--- src/rtl/mpuart_pkg.sv ---
package mpuart_pkg;

    typedef enum logic [2:0] {
        S_IDLE,
        S_START,
        S_DATA,
        S_PAR,
        S_ADR,
        S_STOP
    } rx_state_e;

    typedef enum logic [1:0] {
        MP_NONE = 2'b00,
        MP_IDLE = 2'b01,
        MP_ABIT = 2'b10,
        MP_RSVD = 2'b11
    } mp_mode_e;

    typedef struct packed {
        logic       err_accept;
        logic       dormant;
        logic [1:0] mp_mode;
        logic       two_stop;
        logic       seven_bit;
        logic       msb_first;
        logic       par_even;
        logic       par_en;
    } cfg_t;

    localparam int CFG_W  = $bits(cfg_t);
    localparam int STAT_W = 5;

endpackage

--- src/rtl/mpuart_rx_sync.sv ---
module mpuart_rx_sync #(
    parameter int STAGES = 2
) (
    input  logic clk,
    input  logic rst_n,
    input  logic d_in,
    output logic d_out
);
    logic [STAGES-1:0] chain_q;

    generate
        for (genvar i = 0; i < STAGES; i++) begin : g_stage
            if (i == 0) begin : g_first
                always_ff @(posedge clk or negedge rst_n) begin
                    if (!rst_n) chain_q[0] <= 1'b1;
                    else        chain_q[0] <= d_in;
                end
            end else begin : g_rest
                always_ff @(posedge clk or negedge rst_n) begin
                    if (!rst_n) chain_q[i] <= 1'b1;
                    else        chain_q[i] <= chain_q[i-1];
                end
            end
        end
    endgenerate

    assign d_out = chain_q[STAGES-1];
endmodule

--- src/rtl/mpuart_rx_idle.sv ---
module mpuart_rx_idle #(
    parameter int OSR       = 16,
    parameter int IDLE_BITS = 10
) (
    input  logic clk,
    input  logic rst_n,
    input  logic tick,
    input  logic rxs,
    input  logic busy,
    input  logic start_ok,
    output logic idle_pend
);
    localparam int THR = (IDLE_BITS + 1) * OSR;
    localparam int IW  = $clog2(THR + 1);

    logic [IW-1:0] gap_q;
    logic          pend_q;

    always_ff @(posedge clk or negedge rst_n) begin
        if (!rst_n) begin
            gap_q  <= '0;
            pend_q <= 1'b0;
        end else begin
            if (tick) begin
                if (busy || !rxs)              gap_q <= '0;
                else if (gap_q != IW'(THR))    gap_q <= gap_q + 1'b1;
            end
            if (start_ok)                   pend_q <= 1'b0;
            else if (gap_q == IW'(THR))     pend_q <= 1'b1;
        end
    end

    assign idle_pend = pend_q;
endmodule

--- src/rtl/mpuart_rx_frame.sv ---
module mpuart_rx_frame
    import mpuart_pkg::*;
#(
    parameter int OSR = 16,
    parameter int DW  = 8
) (
    input  logic          clk,
    input  logic          rst_n,
    input  logic          tick,
    input  logic          rxs,
    input  logic          par_en,
    input  logic          par_even,
    input  logic          msb_first,
    input  logic          seven_bit,
    input  logic          two_stop,
    input  logic [1:0]    mp_mode,
    input  logic          idle_pend,
    output logic          busy,
    output logic          start_ok,
    output logic          done,
    output logic [DW-1:0] d_data,
    output logic          d_addr,
    output logic          d_fe,
    output logic          d_pe,
    output logic          d_brk
);
    localparam int CW  = $clog2(OSR);
    localparam int BW  = $clog2(DW);
    localparam int MID = OSR / 2;

    rx_state_e state_q, state_d;

    logic [CW-1:0] cnt_q;
    logic          va_q, vb_q, prev_q;
    logic [DW-1:0] sh_q;
    logic [BW-1:0] bidx_q;
    logic          par_q, abit_q, sidx_q, fe_q, one_q, tag_q;
    logic          done_q, addr_q, fe_o_q, pe_o_q, brk_q;
    logic [DW-1:0] data_q;

    logic          decide, vote, last_data, last_stop;
    logic [BW-1:0] last_idx;
    logic [DW-1:0] data_asm;
    logic          pe_calc, addr_calc;

    assign decide    = tick && (state_q != S_IDLE) && (cnt_q == CW'(MID + 1));
    assign vote      = (va_q & vb_q) | (va_q & rxs) | (vb_q & rxs);
    assign last_idx  = seven_bit ? BW'(DW - 2) : BW'(DW - 1);
    assign last_data = (bidx_q == last_idx);
    assign last_stop = !two_stop || sidx_q;
    assign data_asm  = (!msb_first && seven_bit) ? (sh_q >> 1) : sh_q;
    assign pe_calc   = par_en && ((^data_asm ^ par_q) == par_even);
    assign addr_calc = (mp_mode == MP_ABIT) ? abit_q :
                       (mp_mode == MP_IDLE) ? tag_q  : 1'b0;

    // state register
    always_ff @(posedge clk or negedge rst_n) begin
        if (!rst_n) state_q <= S_IDLE;
        else        state_q <= state_d;
    end

    // next state
    always_comb begin
        state_d = state_q;
        unique case (state_q)
            S_IDLE:  if (tick && prev_q && !rxs) state_d = S_START;
            S_START: if (decide) state_d = vote ? S_IDLE : S_DATA;
            S_DATA:  if (decide && last_data) begin
                         if (par_en)                 state_d = S_PAR;
                         else if (mp_mode == MP_ABIT) state_d = S_ADR;
                         else                        state_d = S_STOP;
                     end
            S_PAR:   if (decide) state_d = (mp_mode == MP_ABIT) ? S_ADR : S_STOP;
            S_ADR:   if (decide) state_d = S_STOP;
            S_STOP:  if (decide && last_stop) state_d = S_IDLE;
            default: state_d = S_IDLE;
        endcase
    end

    assign start_ok = decide && (state_q == S_START) && !vote;

    // datapath and outputs
    always_ff @(posedge clk or negedge rst_n) begin
        if (!rst_n) begin
            cnt_q  <= '0;
            va_q   <= 1'b1;
            vb_q   <= 1'b1;
            prev_q <= 1'b1;
            sh_q   <= '0;
            bidx_q <= '0;
            par_q  <= 1'b0;
            abit_q <= 1'b0;
            sidx_q <= 1'b0;
            fe_q   <= 1'b0;
            one_q  <= 1'b0;
            tag_q  <= 1'b0;
            done_q <= 1'b0;
            data_q <= '0;
            addr_q <= 1'b0;
            fe_o_q <= 1'b0;
            pe_o_q <= 1'b0;
            brk_q  <= 1'b0;
        end else begin
            done_q <= 1'b0;
            if (tick) begin
                prev_q <= rxs;
                if (state_q == S_IDLE)          cnt_q <= CW'(1);
                else if (cnt_q == CW'(OSR - 1)) cnt_q <= '0;
                else                            cnt_q <= cnt_q + 1'b1;
                if (cnt_q == CW'(MID - 1)) va_q <= rxs;
                if (cnt_q == CW'(MID))     vb_q <= rxs;
            end
            if (decide) begin
                unique case (state_q)
                    S_START: if (!vote) begin
                        sh_q   <= '0;
                        bidx_q <= '0;
                        one_q  <= 1'b0;
                        fe_q   <= 1'b0;
                        sidx_q <= 1'b0;
                        par_q  <= 1'b0;
                        abit_q <= 1'b0;
                        tag_q  <= idle_pend;
                    end
                    S_DATA: begin
                        sh_q   <= msb_first ? {sh_q[DW-2:0], vote} : {vote, sh_q[DW-1:1]};
                        bidx_q <= bidx_q + 1'b1;
                        one_q  <= one_q | vote;
                    end
                    S_PAR: begin
                        par_q <= vote;
                        one_q <= one_q | vote;
                    end
                    S_ADR: begin
                        abit_q <= vote;
                        one_q  <= one_q | vote;
                    end
                    S_STOP: begin
                        one_q  <= one_q | vote;
                        fe_q   <= fe_q | !vote;
                        sidx_q <= 1'b1;
                        if (last_stop) begin
                            done_q <= 1'b1;
                            data_q <= data_asm;
                            addr_q <= addr_calc;
                            fe_o_q <= fe_q | !vote;
                            pe_o_q <= pe_calc;
                            brk_q  <= !(one_q | vote);
                        end
                    end
                    default: ;
                endcase
            end
        end
    end

    assign busy   = (state_q != S_IDLE);
    assign done   = done_q;
    assign d_data = data_q;
    assign d_addr = addr_q;
    assign d_fe   = fe_o_q;
    assign d_pe   = pe_o_q;
    assign d_brk  = brk_q;

    // a character is reported only as the machine leaves the stop field
    a_r4_done_returns_idle: assert property (@(posedge clk) disable iff (!rst_n)
        done_q |-> (state_q == S_IDLE));
    // an all-zero character always carries a framing error
    a_r5_brk_has_fe: assert property (@(posedge clk) disable iff (!rst_n)
        (done_q && brk_q) |-> fe_o_q);
endmodule

--- src/rtl/mpuart_rx_buf.sv ---
module mpuart_rx_buf
    import mpuart_pkg::*;
#(
    parameter int DW = 8
) (
    input  logic              clk,
    input  logic              rst_n,
    input  logic              done,
    input  logic [DW-1:0]     d_data,
    input  logic              d_addr,
    input  logic              d_fe,
    input  logic              d_pe,
    input  logic              d_brk,
    input  logic              dormant,
    input  logic              err_accept,
    input  logic              rd,
    output logic [DW-1:0]     rx_data,
    output logic [STAT_W-1:0] rx_status,
    output logic              rx_ready
);
    logic [DW-1:0] data_q, data_d;
    logic          rdy_q, rdy_d;
    logic          brk_q, fe_q, pe_q, oe_q, adr_q;
    logic          brk_d, fe_d, pe_d, oe_d, adr_d;
    logic          take, load;

    assign take = done && (!dormant || d_addr);
    assign load = take && (!(d_fe || d_pe) || err_accept);

    always_comb begin
        data_d = data_q;
        rdy_d  = rd ? 1'b0 : rdy_q;
        brk_d  = rd ? 1'b0 : brk_q;
        fe_d   = rd ? 1'b0 : fe_q;
        pe_d   = rd ? 1'b0 : pe_q;
        oe_d   = rd ? 1'b0 : oe_q;
        adr_d  = rd ? 1'b0 : adr_q;
        if (take) begin
            brk_d = brk_d | d_brk;
            fe_d  = fe_d  | d_fe;
            pe_d  = pe_d  | d_pe;
        end
        if (load) begin
            oe_d   = oe_d | rdy_d;
            adr_d  = d_addr;
            data_d = d_data;
            rdy_d  = 1'b1;
        end
    end

    always_ff @(posedge clk or negedge rst_n) begin
        if (!rst_n) begin
            data_q <= '0;
            rdy_q  <= 1'b0;
            brk_q  <= 1'b0;
            fe_q   <= 1'b0;
            pe_q   <= 1'b0;
            oe_q   <= 1'b0;
            adr_q  <= 1'b0;
        end else begin
            data_q <= data_d;
            rdy_q  <= rdy_d;
            brk_q  <= brk_d;
            fe_q   <= fe_d;
            pe_q   <= pe_d;
            oe_q   <= oe_d;
            adr_q  <= adr_d;
        end
    end

    assign rx_data   = data_q;
    assign rx_status = {brk_q, fe_q, pe_q, oe_q, adr_q};
    assign rx_ready  = rdy_q;

    a_r11_read_clears: assert property (@(posedge clk) disable iff (!rst_n)
        (rd && !done) |=> (!rdy_q && rx_status == '0));
    a_r9_dormant_drop: assert property (@(posedge clk) disable iff (!rst_n)
        (done && dormant && !d_addr && !rd) |=> ($stable(data_q) && $stable(rdy_q)));
    a_r10_err_reject: assert property (@(posedge clk) disable iff (!rst_n)
        (done && (d_fe || d_pe) && !err_accept && !rd) |=> ($stable(data_q) && $stable(rdy_q)));
    a_r6_oe_after_ready: assert property (@(posedge clk) disable iff (!rst_n)
        $rose(oe_q) |-> $past(rdy_q));
    a_r5_brk_with_fe: assert property (@(posedge clk) disable iff (!rst_n)
        brk_q |-> fe_q);
endmodule

--- src/rtl/mpuart_rx.sv ---
module mpuart_rx
    import mpuart_pkg::*;
#(
    parameter int OSR         = 16,
    parameter int DW          = 8,
    parameter int IDLE_BITS   = 10,
    parameter int SYNC_STAGES = 2
) (
    input  logic              clk,
    input  logic              rst_n,
    input  logic              os_tick,
    input  logic              rx_in,
    input  logic [CFG_W-1:0]  cfg_word,
    input  logic              rd_strobe,
    output logic [DW-1:0]     rx_data,
    output logic [STAT_W-1:0] rx_status,
    output logic              rx_ready
);
    cfg_t          cfg;
    logic          rxs, busy, start_ok, idle_pend;
    logic          done, d_addr, d_fe, d_pe, d_brk;
    logic [DW-1:0] d_data;

    assign cfg = cfg_t'(cfg_word);

    mpuart_rx_sync #(.STAGES(SYNC_STAGES)) u_sync (
        .clk   (clk),
        .rst_n (rst_n),
        .d_in  (rx_in),
        .d_out (rxs)
    );

    mpuart_rx_idle #(.OSR(OSR), .IDLE_BITS(IDLE_BITS)) u_idle (
        .clk       (clk),
        .rst_n     (rst_n),
        .tick      (os_tick),
        .rxs       (rxs),
        .busy      (busy),
        .start_ok  (start_ok),
        .idle_pend (idle_pend)
    );

    mpuart_rx_frame #(.OSR(OSR), .DW(DW)) u_frame (
        .clk       (clk),
        .rst_n     (rst_n),
        .tick      (os_tick),
        .rxs       (rxs),
        .par_en    (cfg.par_en),
        .par_even  (cfg.par_even),
        .msb_first (cfg.msb_first),
        .seven_bit (cfg.seven_bit),
        .two_stop  (cfg.two_stop),
        .mp_mode   (cfg.mp_mode),
        .idle_pend (idle_pend),
        .busy      (busy),
        .start_ok  (start_ok),
        .done      (done),
        .d_data    (d_data),
        .d_addr    (d_addr),
        .d_fe      (d_fe),
        .d_pe      (d_pe),
        .d_brk     (d_brk)
    );

    mpuart_rx_buf #(.DW(DW)) u_buf (
        .clk        (clk),
        .rst_n      (rst_n),
        .done       (done),
        .d_data     (d_data),
        .d_addr     (d_addr),
        .d_fe       (d_fe),
        .d_pe       (d_pe),
        .d_brk      (d_brk),
        .dormant    (cfg.dormant),
        .err_accept (cfg.err_accept),
        .rd         (rd_strobe),
        .rx_data    (rx_data),
        .rx_status  (rx_status),
        .rx_ready   (rx_ready)
    );
endmodule

--- config.mk ---
export PLATFORM = sky130hd
export DESIGN_NAME = mpuart_rx
export DESIGN_NICKNAME = d
export VERILOG_FILES = /design/src/rtl/mpuart_pkg.sv /design/src/rtl/mpuart_rx_sync.sv /design/src/rtl/mpuart_rx_idle.sv /design/src/rtl/mpuart_rx_frame.sv /design/src/rtl/mpuart_rx_buf.sv /design/src/rtl/mpuart_rx.sv
export SDC_FILE = /design/constraint.sdc
export NUM_CORES = 1
export LEC_CHECK = 0
export ABC_AREA = 0
export BUFFER_PORTS_ARGS = -buffer_cell sky130_fd_sc_hd__buf_2
export CORE_UTILIZATION = 50
export DETAILED_ROUTE_END_ITERATION = 7
export PLACE_DENSITY = 0.74
export SETUP_SLACK_MARGIN = 0.1
export SYNTH_ARGS = -nofsm -noshare
export SYNTH_HDL_FRONTEND = slang
export SYNTH_SLANG_ARGS = --single-unit
export TNS_END_PERCENT = 20
--- constraint.sdc ---
create_clock -name clk -period 1.7 [get_ports clk]
set_clock_uncertainty 0.1 [all_clocks]
set_input_delay 0.51 -clock clk [delete_from_list [all_inputs] [get_ports clk]]
set_output_delay 0.51 -clock clk [all_outputs]
set_load 0.1 [all_outputs]
==> key figures <==
Timing
  – Minimum clock period: 1769 ps
  – Final Max Tran Viols: 0
  – Final Setup Violations: 4
  – Max_slew headroom: 74.84%
  – Post-Route Setup TNS: -116.8 ps
  – Tcrit/Tclk final: 104.1%
  – Setup ws final: -69.25 ps
  – Worst-Margin Slew: 367.8 ps
  – Final Hold Vio Count: 0
  – Unrepaired setup endpoints after global routing: yes
  – Peak Freq: 565.2 MHz

Place
  – Gpl congestion: 0.8325
  – DP HPWL: 4529 um
  – I/O Buffers: 27
  – Placed Cells: 436

Clock network
  – Clk Latency, worst-skew pair: 350 ps
  – Number of buffers created by CTS: 9
  – Root Buffer Master: clkbuf_8
  – Clock Tree Buf Depth: 2
  – Worst-path clk slew: 70 ps
  – Cts hold-fix bufs: 0
  – H-tree depth: 3
  – CTS tree: built
  – CTS Sinks: 65

Outcome
  – Status: complete, but fails checks
  – Failing checks: setup timing

Global routing
  – First-pass GRT wire length: 11390 um
  – Antenna violations before repair: 0
  – Largest net degree at the start of global routing: 66
  – All-Layer GR Usage: 21.02%
  – Global route overflow: 0
  – Vias in the first global route: 2447

Job
  – Number of max-cap violations: 0

Synthesis
  – Syn Area/Cell: 10.42 um2
  – Async set-or-reset flop fraction in the synthesized netlist: 100.0%
  – Syn_nets: 335
  – Synth Instances: 315
  – Most common cell in the netlist: dfrtp_1
  – Yosys cell types: 54
  – Commonest register cell after synthesis: dfrtp_1
  – Commonest cells in the netlist: dfrtp_1, o21ai_0, nand2_1, nor2_1, inv_1
  – Synth area leader: dfrtp_1
  – Post-synth EDFFs: 0
  – #FFs+latches synth: 65
  – Yosys top cell area share: 45.75%
  – Post-synthesis sequential area ratio: 49.75%
  – Mapped cell area: 3282 um2
  – Synth warn: 0
  – Synth area leaders: dfrtp_1, mux2_2, o21ai_0

Die
  – Die ar.: 6891 um2
  – Die height: 83.02 um
  – # rows: 29
  – Io pins: 28
  – Initial core utilization: 51.68%
  – Core area: 6350 um2
  – DIE WIDTH: 83.02 um

Worst setup path
  – Worst r2r src: u_frame.cnt_q[1]
  – R2r setup slk: -70 ps
  – Critical Path Start: u_frame.cnt_q[1]
  – Critical path class: reg -> reg
  – Crit end category: register
  – CP Data Required Time: 1820 ps
  – Critical path peak fanout: 6
  – Crit path launch type: register
  – WP data arrival: 1890 ps

Layout
  – Share of layout cells above drive strength 1: 33.86%
  – Sequential cell area: 1635 um2
  – P&R area growth vs syn: 26.27%
  – # diodes: 0
  – FILL cells: 507
  – Multi-input gate area: 1540 um2
  – Layout Cells excl Fill: 455
  – Final nets: 393

Routing
  – Routed Antenna Nets: 0
  – Avg Vias per Cell: 5.440
  – Drt first-iter violations: 145
  – Total Routed Length: 6687 um
  – DRC violations left: 0
  – Number of detailed-route iterations in the first pass: 4
  – DR vias: 2475
  – DR WL/cell: 14.70 um

Pwr
  – Power per Cell Area: 1221 nW/um2
  – Worst VDD drop: 821.5 uV
  – Leakage: 1.964 nW

Worst hold path
  – HP Class: in -> async
-- worst max-delay path, stage by stage (launching register included) --
cell	delay, ps
dfrtp_1	390
inv_2	80
ha_4	140
nand4b_4	140
buf_12	160
o311a_4	330
a21o_1	160
nand2_1	80
o41ai_2	70
-- layout make-up --
class,instances,area share (%)
sequential,65,39.46
timing repair buffer,66,14.67
clock buffer,10,3.321
inverter,16,1.449
tap,77,2.325
clock inverter,6,1.600
multi-input combinational,215,37.17
-- logic make-up after synthesis --
group	Yosys count	share of synthesized area, %
flops	65	49.75
compound gates	79	15.86
simple gates	90	13.76
buf+inv	35	5.604
mux	27	8.768
fa+ha+maj	7	2.630
xor+xnor	12	3.622
-- through the flow --
step           setup slack (ps)  utilization, %  hold WS [ps]  total power [mW]  area (um2)
3_3_place_gp             -89.23           58.52         247.6             3.510        3716
6_report                 -69.25           65.26         61.43             5.058        4144
5_1_grt                  -99.45           65.26         96.14             5.334        4144
2_1_floorplan             9.147               -         114.4             3.060        3308
4_1_cts                  -68.32           63.37         71.42             4.971        4024
3_5_place_dp             -129.0           58.52         249.1             3.560        3716
-- flip-flops by register name, indices dropped and copies added (netlist names), 3 cells and up --
signal and flops:
u_frame.cnt_q 4, u_frame.d_data 8, u_frame.state_q 3, u_idle.gap_q 8, u_frame.sh_q 8, u_buf.rx_data 8
u_frame.bidx_q 3
-- report_power, final --
part	internal, mW	total (mW)	switching [mW]
combinational	0.728	1.62	0.891
sequential	1.85	2.09	0.241
clock	0.718	1.35	0.627
-- per-layer routing --
metal  GRT usage, %  share of wire [%]
met1          27.80                 47
met2          32.94                 48
met3          6.362                3.7
met4          7.367                1.1
met5              0                  0
-- cells in the final DEF, fill, tap and decap left out, drive strengths merged, types with 5 or more instances in the layout --
cell    Yosys  final
a21oi      15     15
a22o        5      5
a31oi       5      5
and3        6      6
buf        13     66
clkbuf      6     10
dfrtp      60     60
dfstp       5      5
ha          6      6
inv        16     17
mux2       14     14
mux2i      13     13
nand2      27     27
nand2b      6      6
nand3      11     11
nor2       26     26
o21ai      33     33
xnor2       8      8
-- repair_timing --
action                                  in CTS  in global routing
endpoints found under the setup margin      44                 50
buffers inserted                             2                  1
gates resized for setup                     29                 30
pin swaps                                    5                  2
-- final timing paths --
path / to / cells after the start
max: u_frame.state_q[1] / 8
min: u_idle.gap_q[4] / 2
max reg2reg: u_frame.state_q[1] / 8
min reg2reg: u_sync.d_out / 0
max in group asynchronous: u_frame.va_q / 2
min in group clk: u_sync.chain_q[0] / 1
No activity file was read; power rests on OpenSTA's default activity.
